==> src/rtl/irq_byte_port_pkg.sv <==
package irq_byte_port_pkg;
   typedef enum logic [1:0] {
      ACC_NONE  = 2'd0,
      ACC_READ  = 2'd1,
      ACC_WRITE = 2'd2
   } acc_kind_e;
endpackage

==> src/rtl/inport_decode.sv <==
module inport_decode
   import irq_byte_port_pkg::*;
#(
   parameter int          ADDR_W = 24,
   parameter logic [23:0] MASK   = 24'h800000,
   parameter logic [23:0] MATCH  = 24'h800000
) (
   input  logic              req,
   input  logic              rd,
   input  logic [ADDR_W-1:0] addr,
   output acc_kind_e         kind
);
   localparam logic [ADDR_W-1:0] M = MASK[ADDR_W-1:0];
   localparam logic [ADDR_W-1:0] V = MATCH[ADDR_W-1:0] & M;

   initial begin
      if (ADDR_W < 1 || ADDR_W > 24) $error("inport_decode: ADDR_W out of range");
      if (M == '0) $error("inport_decode: empty address mask");
   end

   logic sel;
   always_comb begin
      sel  = req && ((addr & M) == V);
      kind = ACC_NONE;
      if (sel) kind = rd ? ACC_READ : ACC_WRITE;
   end
endmodule

==> src/rtl/inport_capture.sv <==
module inport_capture
   import irq_byte_port_pkg::*;
#(
   parameter int CHAR_W = 8
) (
   input  logic              clk,
   input  logic              rst_n,
   input  logic [CHAR_W-1:0] char_in,
   input  logic              stb,
   input  acc_kind_e         kind,
   output logic [CHAR_W-1:0] held,
   output logic              pend
);
   initial begin
      if (CHAR_W < 1) $error("inport_capture: CHAR_W must be positive");
   end

   always_ff @(posedge clk) begin
      if (!rst_n) begin
         held <= '0;
         pend <= 1'b0;
      end else if (stb) begin
         held <= char_in;
         pend <= 1'b1;
      end else if (kind == ACC_READ) begin
         pend <= 1'b0;
      end
   end

   a_r2_strobe_raises: assert property (@(posedge clk) disable iff (!rst_n)
      stb |=> pend);
   a_r3_hold_until_read: assert property (@(posedge clk) disable iff (!rst_n)
      (pend && kind != ACC_READ) |=> pend);
   a_r5_read_clears: assert property (@(posedge clk) disable iff (!rst_n)
      (kind == ACC_READ && !stb) |=> !pend);
   a_r8_collision_keeps: assert property (@(posedge clk) disable iff (!rst_n)
      (kind == ACC_READ && stb) |=> pend);
   a_r9_held_stable: assert property (@(posedge clk) disable iff (!rst_n)
      !stb |=> $stable(held));
endmodule

==> src/rtl/inport_rdmux.sv <==
module inport_rdmux
   import irq_byte_port_pkg::*;
#(
   parameter int CHAR_W = 8,
   parameter int DATA_W = 16
) (
   input  acc_kind_e         kind,
   input  logic [CHAR_W-1:0] held,
   output logic [DATA_W-1:0] rdata
);
   initial begin
      if (CHAR_W > DATA_W) $error("inport_rdmux: character wider than bus");
   end

   logic [CHAR_W-1:0] low;
   assign low = (kind == ACC_READ) ? held : '0;

   generate
      if (DATA_W > CHAR_W) begin : g_pad
         assign rdata = {{(DATA_W-CHAR_W){1'b0}}, low};
      end else begin : g_exact
         assign rdata = low;
      end
   endgenerate
endmodule

==> src/rtl/irq_byte_port.sv <==
module irq_byte_port
   import irq_byte_port_pkg::*;
#(
   parameter int          CHAR_W = 8,
   parameter int          DATA_W = 16,
   parameter int          ADDR_W = 24,
   parameter logic [23:0] MASK   = 24'h800000,
   parameter logic [23:0] MATCH  = 24'h800000
) (
   input  logic              clk,
   input  logic              rst_n,
   input  logic [CHAR_W-1:0] usr_char,
   input  logic              usr_stb,
   input  logic              bus_req,
   input  logic              bus_rd,
   input  logic [ADDR_W-1:0] bus_addr,
   output logic [DATA_W-1:0] bus_rdata,
   output logic              irq
);
   acc_kind_e         kind;
   logic [CHAR_W-1:0] held;

   inport_decode #(.ADDR_W(ADDR_W), .MASK(MASK), .MATCH(MATCH)) u_dec (
      .req(bus_req), .rd(bus_rd), .addr(bus_addr), .kind(kind));

   inport_capture #(.CHAR_W(CHAR_W)) u_cap (
      .clk(clk), .rst_n(rst_n), .char_in(usr_char), .stb(usr_stb),
      .kind(kind), .held(held), .pend(irq));

   inport_rdmux #(.CHAR_W(CHAR_W), .DATA_W(DATA_W)) u_mux (
      .kind(kind), .held(held), .rdata(bus_rdata));

   a_r10_quiet_bus: assert property (@(posedge clk) disable iff (!rst_n)
      !(bus_req && bus_rd) |-> bus_rdata == '0);
   a_r6_unselected_keeps: assert property (@(posedge clk) disable iff (!rst_n)
      (irq && !usr_stb && !(bus_req && bus_addr[ADDR_W-1])) |=> irq);
endmodule

==> config.mk <==
export PLATFORM = sky130hd
export DESIGN_NAME = irq_byte_port
export DESIGN_NICKNAME = d
export VERILOG_FILES = /design/src/rtl/irq_byte_port_pkg.sv /design/src/rtl/inport_decode.sv /design/src/rtl/inport_capture.sv /design/src/rtl/inport_rdmux.sv /design/src/rtl/irq_byte_port.sv
export SDC_FILE = /design/constraint.sdc
export NUM_CORES = 1
export LEC_CHECK = 0
export BUFFER_PORTS_ARGS = -buffer_cell sky130_fd_sc_hd__buf_2
export CORE_MARGIN = 2
export CORE_UTILIZATION = 31
export DETAILED_ROUTE_END_ITERATION = 10
export PLACE_DENSITY = 0.84
export SYNTH_ARGS = -nofsm -noshare
export SYNTH_HDL_FRONTEND = slang
export SYNTH_SLANG_ARGS = --single-unit
export TNS_END_PERCENT = 1
==> constraint.sdc <==
create_clock -name clk -period 0.8 [get_ports clk]
set_input_delay 0.16 -clock clk [delete_from_list [all_inputs] [get_ports clk]]
set_output_delay 0.16 -clock clk [all_outputs]
set_load 0.02 [all_outputs]
==> flow_metrics.tcl, run 1 <==
set metrics [dict create \
    status "finished with violations" \
    violations "setup timing" \
    p_leak_nw 0.335 \
    postCtsHoldBufs 0 \
    fin_skew_ns 0 \
    core-area_um2 1350 \
    layout.nets 109 \
    ios 54 \
    critPathMaxFanout 2 \
    synth_cell_types 11 \
    finalWirelength_um 834 \
    vias_per_cell 4.19 \
    cap_violations 0 \
    hold_viol 0 \
    drt-initial-drc-count 1 \
    synth_seq_area_share_pct 39.2 \
    cts_num_sinks 9 \
    postRouteAntennaNets 0 \
    wl_per_cell_um 9.70 \
    min_period_ns 0.984 \
    crit_family "flip-flops" \
    placedCellCount 82 \
    r2r_start "u_cap.held[3]" \
    peakVddDrop_uv 648 \
    grt_pass1_vias 356 \
    critPathMaxStageDelay_ns 0.32 \
    grt-busiest-layer "met2" \
    setup_violations 9 \
    die_y_um 42.5 \
    fin_area_um2 663 \
    clk_pin_slew_ns 0.07 \
    required_ns 0.64 \
    diodes 0 \
    cp-startpoint "u_cap.held[3]" \
    grt_pass1_wl_um 1410 \
    die_area_um2 1800 \
    numCtsBuffers 3 \
    stdcell_count 86 \
    drc 0 \
    grt_remaining_overflow 0 \
    clock_path_buffers 2 \
    htree_levels 1 \
    grt_use_met1_pct 10.9 \
    cp_num_buf_inv 1 \
    n_fill_cell 138 \
    fp.dieW_um 42.5 \
    fp-row-count 13 \
    crit_type "flop to output port" \
    end_kind "output port" \
    ys_ff_latch 9 \
    synth_top_area_cell "dfxtp_1" \
    drive_gt1_share_pct 62.0 \
    first_pass_iters 2 \
    antenna_found_initial 0 \
    start_util_pct 34.0 \
    power_density_nw_per_um2 1540 \
    grt_max_degree 11 \
    tns_ns -1.51 \
    setup_slack_ns -0.184 \
    fmax_ghz 1.02 \
    crit_chain "and2_4 > buf_6" \
    grtUsageMet2_pct 17.8 \
    syn_area_per_cell_um2 9.77 \
    ctsRootBufferMaster "clkbuf_4" \
    ys_warn_count 0 \
    grt.total_usage_pct 11.0 \
    syn-instance-count 47 \
    hp-class "input port to flop" \
    vias 360 \
    portBuffers 22 \
    cts_setup_buffers 0 \
    cts_tree "built" \
    dp_slack_ns -0.228 \
    arrival_ns 0.82 \
    insertion_delay_ns 0.26 \
    area_delta_synth_final_pct 44.4 \
    grt.met3_usage_pct 6.90 \
    critPathLaunchType "flop" \
    hold_start "bus_rd" \
    place_area_um2 543 \
    netlist.area_leader.share_pct 39.2 \
    rsz0062_at_grt "yes" \
    syn_area_um2 459 \
    cpMaxStageDelayCell "dfxtp_2" \
    fin_crit_sh_pct 123 \
    synth_area_leaders "dfxtp_1, mux2i_1, buf_4" \
    gp_congestion 0.609 \
    slew_violations 0 \
]
[area by class of cell]
cell class                      count  area (um^2)  area share [%]
Clock buffer                        3         22.5            3.40
Tap cell                           15         18.8            2.83
Timing Repair Buffer               22          166            25.1
Clock inverter                      1         5.00           0.755
Sequential cell                     9          191            28.9
Inverter                            1         3.75           0.566
Multi-Input combinational cell     35          255            38.5
[sequential cells by signal (all words and copies together) (netlist names)]
signal and cells:
u_cap.held 8, u_cap.pend 1
[cells in the final DEF (no fill, tap or decap)]
cell type,n
and2_4,8
dfxtp_2,9
inv_1,1
clkinv_2,1
clkbuf_4,3
mux2i_1,8
a41oi_1,1
o21ai_1,1
buf_6,9
nor2b_1,8
buf_2,13
conb_1,8
and3_4,1
[cells by family after synthesis]
kind of cell    after synthesis  synth area share, %
flops                         9                 39.2
buf+inv                      10                 16.3
other cells                   1                0.817
compound gates                2                 3.00
simple gates                 17                 23.2
mux                           8                 17.4
[per-stage QoR]
stage / utilization (%) / total power, mW / hold slack (ns)
floorplan: - / 0.634 / 0.288
global placement: 40.2 / 0.650 / 0.387
detailed placement: 40.2 / 0.655 / 0.397
CTS: 48.6 / 1.04 / 0.119
global route: 49.1 / 1.09 / 0.125
finish: 49.1 / 1.02 / 0.127
[worst paths after layout]
path / end / slack [ns] / cells past startpoint
max: bus_rdata[3] / -0.18 / 2
min: u_cap.pend / 0.13 / 2
max reg2reg: u_cap.held[3] / 0.17 / 2
min reg2reg: u_cap.held[7] / 0.50 / 2
[metal layers]
metal / vias up / part of all wire, %
li1: 184 / -
met1: 156 / 40
met2: 20 / 51
met3: 0 / 9.5
met4: 0 / 0
met5: - / 0
[report_power, final]
group          internal, mW  leakage, nW  switching, mW
clock network         0.184       0.0177          0.163
logic                0.0816        0.240         0.0952
registers             0.481       0.0774         0.0133
[cell usage after synthesis]
master,n
a41oi_1,1
and2_1,8
and3_1,1
buf_4,8
buf_6,1
conb_1,1
dfxtp_1,9
inv_1,1
mux2i_1,8
nor2b_1,8
o21ai_1,1
[worst register-to-register path, stage by stage (launching register included)]
cell and delay [ns]:
dfxtp_2 0.32, mux2i_1 0.14, nor2b_1 0.07
[repair_timing]
item / CTS / global route
pin swaps: 0 / 0
gates resized for setup: 33 / 4
setup endpoints to repair: 9 / 9
(Power assumes the default switching activity.)
==> inputs of run 2 (changes only) <==
- CORE_UTILIZATION: 31 -> 33
- CTS_BUF_LIST: default -> sky130_fd_sc_hd__clkbuf_8
- PLACE_DENSITY: 0.84 -> 0.88
==> run 2 against run 1 <==
Compared with the run above:
- die area decreased by 5.5%
- clock power increased by 46%
- flip-flop and latch count unchanged
- routed wire length increased by 20%
- utilization increased by 4.1 points
- the flow still finishes with violations (setup timing)
- non-clock buffer count increased by 1
- clock skew unchanged
- cell count increased by 1.2%
==> flow_metrics.tcl, run 2 (synthesis gave the netlist of run 1 again) <==
set metrics [dict create \
    status "finished with violations" \
    wl_met1_um 406 \
    fp-row-count 13 \
    clock_path_buffers 2 \
    first_pass_iters 2 \
    top_layer_used "met3" \
    required_ns 0.64 \
    fmax_ghz 1.04 \
    critPathMaxFanout 2 \
    grt.total_usage_pct 13.9 \
    die_area_um2 1710 \
    core-area_um2 1300 \
    grt_remaining_overflow 0 \
    postCtsHoldBufs 0 \
    hp-class "input port to flop" \
    die_y_um 41.3 \
    layout_common_cells "buf_2, buf_6, dfxtp_2" \
    grt_pass1_wl_um 1500 \
    cap_violations 0 \
    min_period_ns 0.963 \
    htree_levels 1 \
    violations "setup timing" \
    grt_pass1_vias 362 \
    clk_pin_slew_ns 0.05 \
    portBuffers 22 \
    place_area_um2 543 \
    top_regs "u_cap.held (8), u_cap.pend (1)" \
    fin_skew_ns 0 \
    fin_area_um2 692 \
    vias 367 \
    postRouteAntennaNets 0 \
    dp_hpwl_um 641 \
    peakVddDrop_uv 1040 \
    grt_max_degree 11 \
    drc 0 \
    layout.nets 110 \
    power_density_nw_per_um2 1720 \
    setup_violations 9 \
    stdcell_count 87 \
    ios 54 \
    wl_met3_um 102 \
    placedCellCount 82 \
    drive_gt1_share_pct 62.5 \
    cts_num_sinks 9 \
    largest_reg_flops 8 \
    critPathLaunchType "flop" \
    finalWirelength_um 999 \
    fin_crit_sh_pct 120 \
    insertion_delay_ns 0.23 \
    final_common_cell "buf_2" \
    p_leak_nw 0.347 \
    drt-initial-drc-count 6 \
    slew_violations 0 \
    setup_slack_ns -0.163 \
    tns_ns -1.23 \
    start_util_pct 35.3 \
    wl_per_cell_um 11.5 \
    antenna_found_initial 0 \
    wl_met2_um 490 \
    area_delta_synth_final_pct 50.7 \
    rsz0062_at_grt "yes" \
    fp.dieW_um 41.3 \
    crit_type "flop to output port" \
    end_kind "output port" \
    numCtsBuffers 3 \
    top_register "u_cap.held" \
    ctsRootBufferMaster "clkbuf_8" \
    hold_viol 0 \
    dp_slack_ns -0.218 \
    arrival_ns 0.80 \
    diodes 0 \
    cts_tree "built" \
    gp_congestion 0.631 \
    vias_per_cell 4.22 \
]
run 2: worst max-delay path: stages (launching register included):
cell and delay [ns]:
dfxtp_2 0.33, and2_4 0.14, buf_6 0.11
run 2: power by group:
part	switching [mW]	total (mW)	internal (mW)
clock network	0.172	0.505	0.334
logic	0.0998	0.187	0.0871
registers	0.0155	0.499	0.484
run 2: through the flow:
| step | util [%] | hold WS (ns) | power, mW |
|---|---|---|---|
| floorplan | - | 0.288 | 0.634 |
| finish | 53.2 | 0.167 | 1.19 |
| global placement | 41.7 | 0.397 | 0.652 |
| global route | 53.2 | 0.184 | 1.25 |
| CTS | 52.9 | 0.156 | 1.20 |
| detailed placement | 41.7 | 0.403 | 0.656 |
run 2: worst paths after layout:
path	startpoint	to	slack (ns)	depth (start not counted)
setup / recovery	u_cap.held[1]	bus_rdata[1]	-0.16	2
hold / removal	bus_rd	u_cap.pend	0.17	2
setup reg to reg	u_cap.held[1]	u_cap.held[1]	0.04	3
hold reg to reg	u_cap.held[4]	u_cap.held[4]	0.50	2
run 2: per-layer routing:
layer  track usage, %  vias up
met5                0        -
met4             7.26        0
met3             3.72        0
met2             22.7       24
met1             16.7      157
li1                 -      186
run 2: timing repair:
| item | CTS | global route |
|---|---|---|
| buffers inserted | 1 | 0 |
| resized for setup | 37 | 1 |
| gates cloned | 0 | 0 |
| setup endpoints to repair | 9 | 10 |
run 2: final cells by class:
| cell class | count | area, um^2 |
|---|---|---|
| tap | 15 | 18.8 |
| clock buffer | 3 | 41.3 |
| inverter | 1 | 3.75 |
| fill | 120 | 609 |
| sequential | 9 | 191 |
| timing repair buffer | 23 | 174 |
| clock inverter | 1 | 3.75 |
| multi-input combinational | 35 | 259 |
==> inputs of run 3 (changes only) <==
- CORE_MARGIN: 2 -> 3
- CORE_UTILIZATION: 33 -> 34
- SYNTH_HIERARCHICAL: default -> 1
==> run 3 against run 2 <==
Compared with the run above:
- the flow still finishes with violations (setup timing)
- area after synthesis increased by 6.3%
- register-to-register slack improved by 0.14 ns
- sequential share of layout area decreased by 1.7 points
- via count increased by 4.9%
- first-iteration DRC count decreased by 33%
- global-route usage decreased by 2.6 points
- worst setup slack got worse by 0.072 ns
- clock skew unchanged
- non-clock buffer count decreased by 1
- utilization increased by 0.58 points
- design area increased by 2.4%
- clock power increased by 2%
- critical path type unchanged
==> flow_metrics.tcl, run 3 <==
set metrics [dict create \
    drt-initial-drc-count 4 \
    grt.total_usage_pct 11.3 \
    cts_num_sinks 9 \
    async_flop_share_pct 0 \
    synth_cell_types 11 \
    fin_skew_ns 0 \
    ys_warn_count 6 \
    syn_area_per_cell_um2 10.2 \
    final_common_cell "buf_2" \
    rsz0062_at_grt "yes" \
    drive_gt1_share_pct 53.4 \
    grt_pass1_vias 397 \
    stdcell_count 88 \
    wl_per_cell_um 12.3 \
    insertion_delay_ns 0.23 \
    synth_top_area_cell "dfxtp_1" \
    synth_seq_area_share_pct 36.9 \
    cts_tree "built" \
    min_period_ns 1.03 \
    synth_simple_gate_area_share_pct 30.3 \
    top_regs "u_cap/held (8), u_cap/pend (1)" \
    synth_top_flop_cell "dfxtp_1" \
    vias_per_cell 4.38 \
    fmax_ghz 0.967 \
    die_area_um2 1930 \
    peakVddDrop_uv 917 \
    arrival_ns 0.87 \
    placedCellCount 83 \
    drc 0 \
    die_y_um 43.9 \
    diodes 0 \
    netlist.area_leader.share_pct 36.9 \
    status "finished with violations" \
    ios 54 \
    setup_violations 9 \
    grt_max_degree 11 \
    setup_slack_ns -0.234 \
    fin_crit_sh_pct 129 \
    finalWirelength_um 1080 \
    synthXorXnorAreaFrac_pct 0 \
    vias 385 \
    postRouteAntennaNets 0 \
    portBuffers 22 \
    postCtsHoldBufs 0 \
    cap_violations 0 \
    grt_remaining_overflow 0 \
    p_leak_nw 0.369 \
    synth_edf_count 0 \
    start_util_pct 37.0 \
    power_density_nw_per_um2 1690 \
    layout_common_cells "buf_2, and3b_2, buf_6" \
    required_ns 0.64 \
    hp-class "input port to flop" \
    antenna_found_initial 0 \
    grt_pass1_wl_um 1670 \
    ys_ff_latch 9 \
    core-area_um2 1320 \
    clk_pin_slew_ns 0.05 \
    syn_area_um2 488 \
    top_register "u_cap/held" \
    numCtsBuffers 3 \
    largest_reg_flops 8 \
    htree_levels 1 \
    end_kind "output port" \
    layout.nets 111 \
    violations "setup timing" \
    critPathLaunchType "flop" \
    hold_viol 0 \
    cts_setup_buffers 0 \
    crit_type "flop to output port" \
    synth_compound_area_share_pct 1.03 \
    gp_congestion 0.580 \
    ctsRootBufferMaster "clkbuf_8" \
    power_mw 1.19 \
    first_pass_iters 3 \
    fp-row-count 13 \
    fp.dieW_um 43.9 \
    clock_path_buffers 2 \
    slew_violations 0 \
    synth_area_leaders "dfxtp_1, mux2i_1, and3b_1" \
    critPathMaxFanout 2 \
    area_delta_synth_final_pct 45.1 \
    synth_top_family_by_area "simple AND/OR/NAND/NOR gates" \
    syn-instance-count 48 \
    synth_common_cells "and3b_1, dfxtp_1, buf_4, mux2i_1, nor2b_1" \
    synthAdderAreaFrac_pct 0 \
    synth_mux_area_share_pct 16.4 \
]
==> run 3: cell families after synthesis <==
| logic type | after synthesis |
|---|---|
| buffers and inverters | 9 |
| DFF | 9 |
| AOI/OAI and AO/OA | 1 |
| and+or+nand+nor | 20 |
| other | 1 |
| muxes | 8 |
==> run 3: timing repair <==
action | in CTS | in global routing
pin swaps | 0 | 0
gates cloned | 1 | 0
gates resized for setup | 21 | 3
setup endpoints to repair | 9 | 9
==> run 3: routing by layer <==
| layer | vias to the layer above | wire length, um | GRT usage (%) |
|---|---|---|---|
| li1 | 198 | - | - |
| met1 | 172 | 446 | 15.0 |
| met2 | 15 | 553 | 17.4 |
| met3 | 0 | 81 | 2.07 |
| met4 | 0 | 0 | 5.42 |
| met5 | - | 0 | 0 |
==> run 3: worst max-delay path: stages, from the launching register on <==
cell     delay, ns
dfxtp_2       0.31
and3b_2       0.21
buf_6         0.13
==> run 3: final cells by class <==
type / instances / area [um^2]
timing repair buffer: 22 / 173
multi-input combinational: 38 / 288
clock buffer: 3 / 41.3
clock inverter: 1 / 3.75
tap: 15 / 18.8
fill: 124 / 609
sequential: 9 / 184
==> run 3: report_power, final <==
group          switching (mW)  total, mW  internal, mW
clock network           0.181      0.515         0.334
registers              0.0121      0.492         0.480
logic                   0.100      0.187        0.0865
total                   0.293       1.19         0.901
==> run 3: metrics by stage <==
| step | TNS (ns) | area, um^2 | hold slack [ns] | setup WS [ns] | utilization, % |
|---|---|---|---|---|---|
| 6_report | -1.86 | 708 | 0.192 | -0.234 | 53.8 |
| 4_1_cts | -1.90 | 702 | 0.191 | -0.239 | 53.3 |
| 5_1_grt | -2.06 | 708 | 0.207 | -0.260 | 53.8 |
| 3_3_place_gp | -2.43 | 583 | 0.415 | -0.294 | 44.3 |
| 2_1_floorplan | -0.315 | 526 | 0.288 | -0.0393 | - |
| 3_5_place_dp | -2.59 | 583 | 0.430 | -0.305 | 44.3 |
==> run 3: path summary, 6_finish.rpt <==
path	endpoint	cells after the start	slack, ns	startpoint
max reg2reg	u_cap/held[2]	2	0.18	u_cap/held[2]
min reg2reg	u_cap/held[4]	2	0.51	u_cap/held[4]
max	bus_rdata[2]	2	-0.23	u_cap/held[2]
min	u_cap/held[4]	3	0.19	usr_char[4]
